==> src/rtl/irq_pkg.sv <==
package irq_pkg;
    localparam int NUM_LINES = 8;
    localparam int IDX_W     = $clog2(NUM_LINES);
    localparam int VEC_W     = 8;

    typedef enum logic [1:0] {
        S_IDLE    = 2'd0,
        S_RAISE   = 2'd1,
        S_DELIVER = 2'd2
    } ctrl_state_t;
endpackage

==> src/rtl/irq_req_latch.sv <==
module irq_req_latch #(
    parameter int LINES = 8
) (
    input  logic             clk,
    input  logic             rst_n,
    input  logic [LINES-1:0] req,
    input  logic [LINES-1:0] clr,
    output logic [LINES-1:0] pend
);
    genvar g;
    generate
        for (g = 0; g < LINES; g++) begin : g_line
            always_ff @(posedge clk) begin
                if (!rst_n)
                    pend[g] <= 1'b0;
                else if (clr[g])
                    pend[g] <= 1'b0;
                else if (req[g])
                    pend[g] <= 1'b1;
            end
        end
    endgenerate

    // a pending bit only drops when its line is acknowledged
    p_pend_held_r2: assert property (@(posedge clk) disable iff (!rst_n)
        1'b1 |=> (($past(pend & ~clr) & ~pend) == '0));
endmodule

==> src/rtl/irq_prio_resolve.sv <==
module irq_prio_resolve #(
    parameter int LINES = 8,
    parameter int IW    = $clog2(LINES)
) (
    input  logic [LINES-1:0] pend,
    input  logic [LINES-1:0] mask,
    input  logic [LINES-1:0] isr,
    output logic             want,
    output logic [IW-1:0]    win_idx
);
    logic [LINES-1:0] elig;
    logic             any_elig;
    logic             any_isr;
    logic [IW-1:0]    isr_idx;

    assign elig = pend & ~mask;

    always_comb begin
        win_idx  = '0;
        any_elig = 1'b0;
        isr_idx  = '0;
        any_isr  = 1'b0;
        for (int i = LINES - 1; i >= 0; i--) begin
            if (elig[i]) begin
                win_idx  = IW'(i);
                any_elig = 1'b1;
            end
            if (isr[i]) begin
                isr_idx = IW'(i);
                any_isr = 1'b1;
            end
        end
        want = any_elig && (!any_isr || (win_idx < isr_idx));
    end

    // the winner is always an eligible line
    always_comb begin
        if (want) begin
            a_win_eligible_r3: assert (elig[win_idx]);
        end
    end
endmodule

==> src/rtl/irq_inservice.sv <==
module irq_inservice #(
    parameter int LINES = 8
) (
    input  logic             clk,
    input  logic             rst_n,
    input  logic [LINES-1:0] set_vec,
    input  logic             eoi,
    output logic [LINES-1:0] isr
);
    logic [LINES-1:0] retire;

    always_comb begin
        retire = '0;
        for (int i = LINES - 1; i >= 0; i--) begin
            if (isr[i]) retire = LINES'(1) << i;
        end
        if (!eoi) retire = '0;
    end

    always_ff @(posedge clk) begin
        if (!rst_n)
            isr <= '0;
        else
            isr <= (isr | set_vec) & ~retire;
    end

    // the in-service set grows by at most one line per cycle
    p_isr_grow_one_r7: assert property (@(posedge clk) disable iff (!rst_n)
        1'b1 |=> ($countones(isr) <= $countones($past(isr)) + 1));

    // an end-of-interrupt with nothing being set removes exactly one line
    p_eoi_one_r9: assert property (@(posedge clk) disable iff (!rst_n)
        (eoi && (isr != '0) && (set_vec == '0)) |=>
            ($countones(isr) + 1 == $countones($past(isr))));
endmodule

==> src/rtl/prio_irq_ctrl.sv <==
module prio_irq_ctrl
    import irq_pkg::*;
#(
    parameter logic [VEC_W-1:0] BASE_RST = 8'h20
) (
    input  logic                 clk,
    input  logic                 rst_n,
    input  logic [NUM_LINES-1:0] irq_in,
    output logic                 irq_out,
    input  logic                 ack_in,
    output logic [VEC_W-1:0]     vec_out,
    output logic                 vec_valid,
    input  logic                 eoi_in,
    input  logic                 cfg_we,
    input  logic                 cfg_sel,
    input  logic [VEC_W-1:0]     cfg_wdata
);
    ctrl_state_t          state, state_nx;
    logic [NUM_LINES-1:0] pend, isr, mask_q, clr_vec;
    logic [VEC_W-1:0]     base_q;
    logic                 want, take;
    logic [IDX_W-1:0]     win_idx;

    // configuration registers
    always_ff @(posedge clk) begin
        if (!rst_n) begin
            base_q <= BASE_RST;
            mask_q <= '0;
        end else if (cfg_we) begin
            if (cfg_sel) mask_q <= cfg_wdata[NUM_LINES-1:0];
            else         base_q <= cfg_wdata;
        end
    end

    irq_req_latch #(.LINES(NUM_LINES)) u_latch (
        .clk(clk), .rst_n(rst_n), .req(irq_in), .clr(clr_vec), .pend(pend)
    );

    irq_prio_resolve #(.LINES(NUM_LINES), .IW(IDX_W)) u_resolve (
        .pend(pend), .mask(mask_q), .isr(isr), .want(want), .win_idx(win_idx)
    );

    irq_inservice #(.LINES(NUM_LINES)) u_isr (
        .clk(clk), .rst_n(rst_n), .set_vec(clr_vec), .eoi(eoi_in), .isr(isr)
    );

    assign take    = (state == S_RAISE) && want && ack_in;
    assign clr_vec = take ? (NUM_LINES'(1) << win_idx) : '0;

    // next-state logic
    always_comb begin
        state_nx = state;
        unique case (state)
            S_IDLE:    if (want) state_nx = S_RAISE;           // GO_RAISE
            S_RAISE: begin
                if (!want)       state_nx = S_IDLE;            // WITHDRAW
                else if (ack_in) state_nx = S_DELIVER;         // TAKE_ACK
            end
            S_DELIVER:           state_nx = S_IDLE;            // DONE
            default:             state_nx = S_IDLE;
        endcase
    end

    // state register
    always_ff @(posedge clk) begin
        if (!rst_n) state <= S_IDLE;
        else        state <= state_nx;
    end

    // vector capture
    always_ff @(posedge clk) begin
        if (!rst_n)
            vec_out <= '0;
        else if (take)
            vec_out <= base_q + {{(VEC_W-IDX_W){1'b0}}, win_idx};
    end

    // outputs
    always_comb begin
        irq_out   = 1'b0;
        vec_valid = 1'b0;
        unique case (state)
            S_IDLE:    ;
            S_RAISE:   irq_out   = 1'b1;
            S_DELIVER: vec_valid = 1'b1;
            default:   ;
        endcase
    end

    // a vector is only delivered after an acknowledge of a raised interrupt
    p_vec_after_ack_r5: assert property (@(posedge clk) disable iff (!rst_n)
        vec_valid |-> $past(irq_out && ack_in));

    // the valid flag lasts one cycle
    p_vec_single_r5: assert property (@(posedge clk) disable iff (!rst_n)
        vec_valid |=> !vec_valid);

    // the interrupt line stands only on a qualifying candidate
    p_irq_cause_r4: assert property (@(posedge clk) disable iff (!rst_n)
        irq_out |-> $past(want));

    // an acknowledge outside the raised state touches no in-service bit
    p_stray_ack_r6: assert property (@(posedge clk) disable iff (!rst_n)
        (!irq_out && !eoi_in) |=> ((isr & ~$past(isr)) == '0));
endmodule

==> config.mk <==
export PLATFORM = sky130hd
export DESIGN_NAME = prio_irq_ctrl
export DESIGN_NICKNAME = d
export VERILOG_FILES = /design/src/rtl/irq_pkg.sv /design/src/rtl/irq_req_latch.sv /design/src/rtl/irq_prio_resolve.sv /design/src/rtl/irq_inservice.sv /design/src/rtl/prio_irq_ctrl.sv
export SDC_FILE = /design/constraint.sdc
export NUM_CORES = 1
export LEC_CHECK = 0
export ABC_AREA = 0
export CAP_MARGIN = 20
export CORE_MARGIN = 2
export CORE_UTILIZATION = 50
export CTS_CLUSTER_DIAMETER = 60
export DETAILED_ROUTE_END_ITERATION = 7
export PLACE_DENSITY = 0.74
export SYNTH_ARGS = -nofsm -noshare
export SYNTH_HDL_FRONTEND = slang
export SYNTH_SLANG_ARGS = --single-unit
==> constraint.sdc <==
create_clock -name clk -period 7.22 [get_ports clk]
set_clock_uncertainty 0.2 [all_clocks]
set_input_delay 1.805 -clock clk [delete_from_list [all_inputs] [get_ports clk]]
set_output_delay 1.805 -clock clk [all_outputs]
set_load 0.05 [all_outputs]
==> metrics.csv <==
stage;metric;value;unit
floorplanning;die-area;4860;um2
hold_path;hold_end;mask_q[0]$_SDFFE_PN0P_;
cts;cts_root_buf;clkbuf_8;
synth;async_flop_share;0;
floorplanning;io_pins;32;
finish;antenna_cells;0;
cts;numCtsBuffers;5;
sta;slew_headroom;0.393;
floorplanning;rows;23;
power_and_ir_drop;power;0.000609;W
finish;layout.nets;307;
placed_design;dp_hpwl;3550;um
setup_path;timing.rr.end;u_isr.isr[2]$_SDFF_PN0_;
route;wl;4890;um
finish;area_delta_synth_final;18.6;%
synth;synth_most_common_cell;dfxtp_1;
synth;ys_top_cells_by_count;42 x dfxtp_1, 39 x nand2_1, 32 x a21oi_1;
synth;syn_avg_cell_area;8.47;um2
sta;fmax;254;MHz
synth;ys_seq_area_frac;0.389;
power_and_ir_drop;powerDensity;238;nW/um2
global_route;grt_max_degree;35;
setup_path;rr_worst_depth;9;
placed_design;gp_congestion;0.890;
hold_path;hold_class;flip-flop to flip-flop;
synth;synthFlopType;dfxtp_1;
sta;rsz0062_at_grt;false;
finish;fillers;376;
global_route;gr-total-overflow;0;
setup_path;crit_path_end_kind;flip-flop;
synth;synth-seq-cells;42;
synth;synth.distinct_cells;51;
run;max_cap_viol_count;0;
power_and_ir_drop;ir_drop;0.000142;V
cts;htreeDepth;2;
placed_design;preCtsSetupSlack;2940;ps
setup_path;cp.arrival;3990;ps
route;ant_nets;0;
sta;setup_ws;3280;ps
cts;cts_buffer_depth;2;
hold_path;min_path_cells;2;
setup_path;crit_fanout;34;
sta;period_share;0.546;
cts;cts_hold_buf;0;
sta;setup_viol;0;
global_route;track_usage;0.213;
global_route;grt_pass1_wl;8340;um
route;vias;1935;
floorplanning;fp.dieW;69.7;um
floorplanning;core_area;4090;um2
synth;synthCells;255;
sta;setup_tns;0;ps
synth;synth_top_area_share;0.389;
cts;cts_tree;built;
status;outcome;finished, final reports clean;
route;wire_per_inst;14.7;um
synth;synth-edff-count;0;
sta;worst_pin_slew;905;ps
sta;final_max_slew_viol_count;0;
setup_path;r2r_start;u_latch.pend[5]$_SDFFE_PP0P_;
route;route.detailed.drc;0;
setup_path;critPathLaunchType;input pin;
cts;ctsResizeCount;0;
sta;post-route-min-period;3940;ps
cts;cts.reportedPaths.clkPinSlew;80;ps
hold_path;min_from;mask_q[0]$_SDFFE_PN0P_;
route;initialDrtViolationCount;144;
synth;yosys.area.top_type;dfxtp_1;
synth;synthesis.area;2160;um2
synth;ys_warn_count;0;
synth;synthTopCellsByArea;dfxtp_1 39%, a21oi_1 7.4%, nand2_1 6.8%, nand3_1 3.2%, o21ai_0 3.2%;
finish;drive_above_1_share;0.0745;
sta;worst_hold_slack;253;ps
cts;clk_latency;300;ps
cts;cts_num_sinks;42;
power_and_ir_drop;power.leakage;0.926;nW
floorplanning;die_y;69.7;um
cts;post-cts-setup-buffer-count;0;
route;routed_via_density;5.83;
setup_path;r2r_slack;3680;ps
setup_path;critical_path_class;input pin to flip-flop;
synth;syn-num-nets;281;
global_route;grt_pass1_vias;1768;
placed_design;io_buffers;31;
floorplanning;initial_utilization;0.528;
global_route;antenna_found_initial;0;
sta;hold_violations;0;
route;drt_first_pass_iters;4;
setup_path;crit_start;rst_n;
setup_path;cp.required;7260;ps
-- sequential cells by signal, summed over array words and instances (netlist names) --
register and cells:
base_q 8, u_isr.isr 8, u_latch.pend 8, state 2
vec_out 8, mask_q 8
-- layer usage --
metal	global-route usage	vias to the layer above	routed length [um]
met5	0	-	0
met4	0.0769	0	72
met3	0.0451	6	172
met2	0.333	35	2270
met1	0.290	905	2380
li1	-	989	-
-- layout make-up --
type / count / area, um2 / area share
clock buffers: 7 / 76.3 / 0.0298
clock inverters: 1 / 30.0 / 0.0117
inverters: 6 / 22.5 / 0.00879
multi-input cells: 195 / 1220 / 0.476
flip-flops and latches: 42 / 841 / 0.328
well taps: 50 / 62.6 / 0.0244
repair buffers: 31 / 310 / 0.121
-- cells by family (layout without fill, tap and decap cells) --
group / Yosys count / after routing / synth area share
adders and majority gates: 4 / 4 / 0.0232
xor gates and xnor gates: 7 / 7 / 0.0284
and+or+nand+nor: 99 / 99 / 0.235
AOI/OAI and AO/OA: 85 / 85 / 0.278
buffers and inverters: 18 / 45 / 0.0463
DFF: 42 / 42 / 0.389
-- where the power goes --
part           total, W  leakage, nW  switching [W]  internal [W]
combinational  0.000164        0.530       0.000103     0.0000608
sequential     0.000260        0.344      0.0000125      0.000248
clock          0.000184       0.0524      0.0000807      0.000103
total          0.000609        0.926       0.000196      0.000412
-- through the flow --
stage,instances,instance area (um2),utilization
floorplan,255,2160,-
global placement,324,2450,0.601
CTS,332,2560,0.627
detailed placement,324,2450,0.601
global route,332,2560,0.627
finish,332,2560,0.627
-- worst max path at each step --
stage / cells after the start / endpoint / slack [ps]
3_3_place_gp: 4 / u_isr.isr[4]$_SDFF_PN0_ / 2970
2_1_floorplan: 3 / state[0]$_SDFFE_PN0P_ / 4130
3_5_place_dp: 4 / u_isr.isr[4]$_SDFF_PN0_ / 2940
4_1_cts: 4 / u_isr.isr[4]$_SDFF_PN0_ / 3250
5_1_grt: 4 / u_isr.isr[4]$_SDFF_PN0_ / 3110
6_report: 4 / u_isr.isr[4]$_SDFF_PN0_ / 3280
-- cells in the final DEF, fill, tap and decap left out, drive strengths merged, types with 3 or more instances in the layout --
master / synthesis / routed
nand3: 15 / 15
inv: 5 / 5
clkdlybuf4s50: 0 / 31
o21ai: 17 / 17
and3: 3 / 3
nand2: 39 / 39
dfxtp: 42 / 42
clkbuf: 7 / 7
nor2b: 7 / 7
nand2b: 6 / 6
nor2: 11 / 11
xnor2: 5 / 5
nor4: 3 / 3
a211oi: 8 / 8
a31oi: 7 / 7
nor3: 9 / 9
ha: 4 / 4
a21oi: 32 / 32
a41oi: 4 / 4
-- critical path, stage by stage --
cell and delay (ps):
clkdlybuf4s50_1 690, clkinv_1 810, nor4_1 500, a32o_1 160
(Power assumes the default switching activity.)
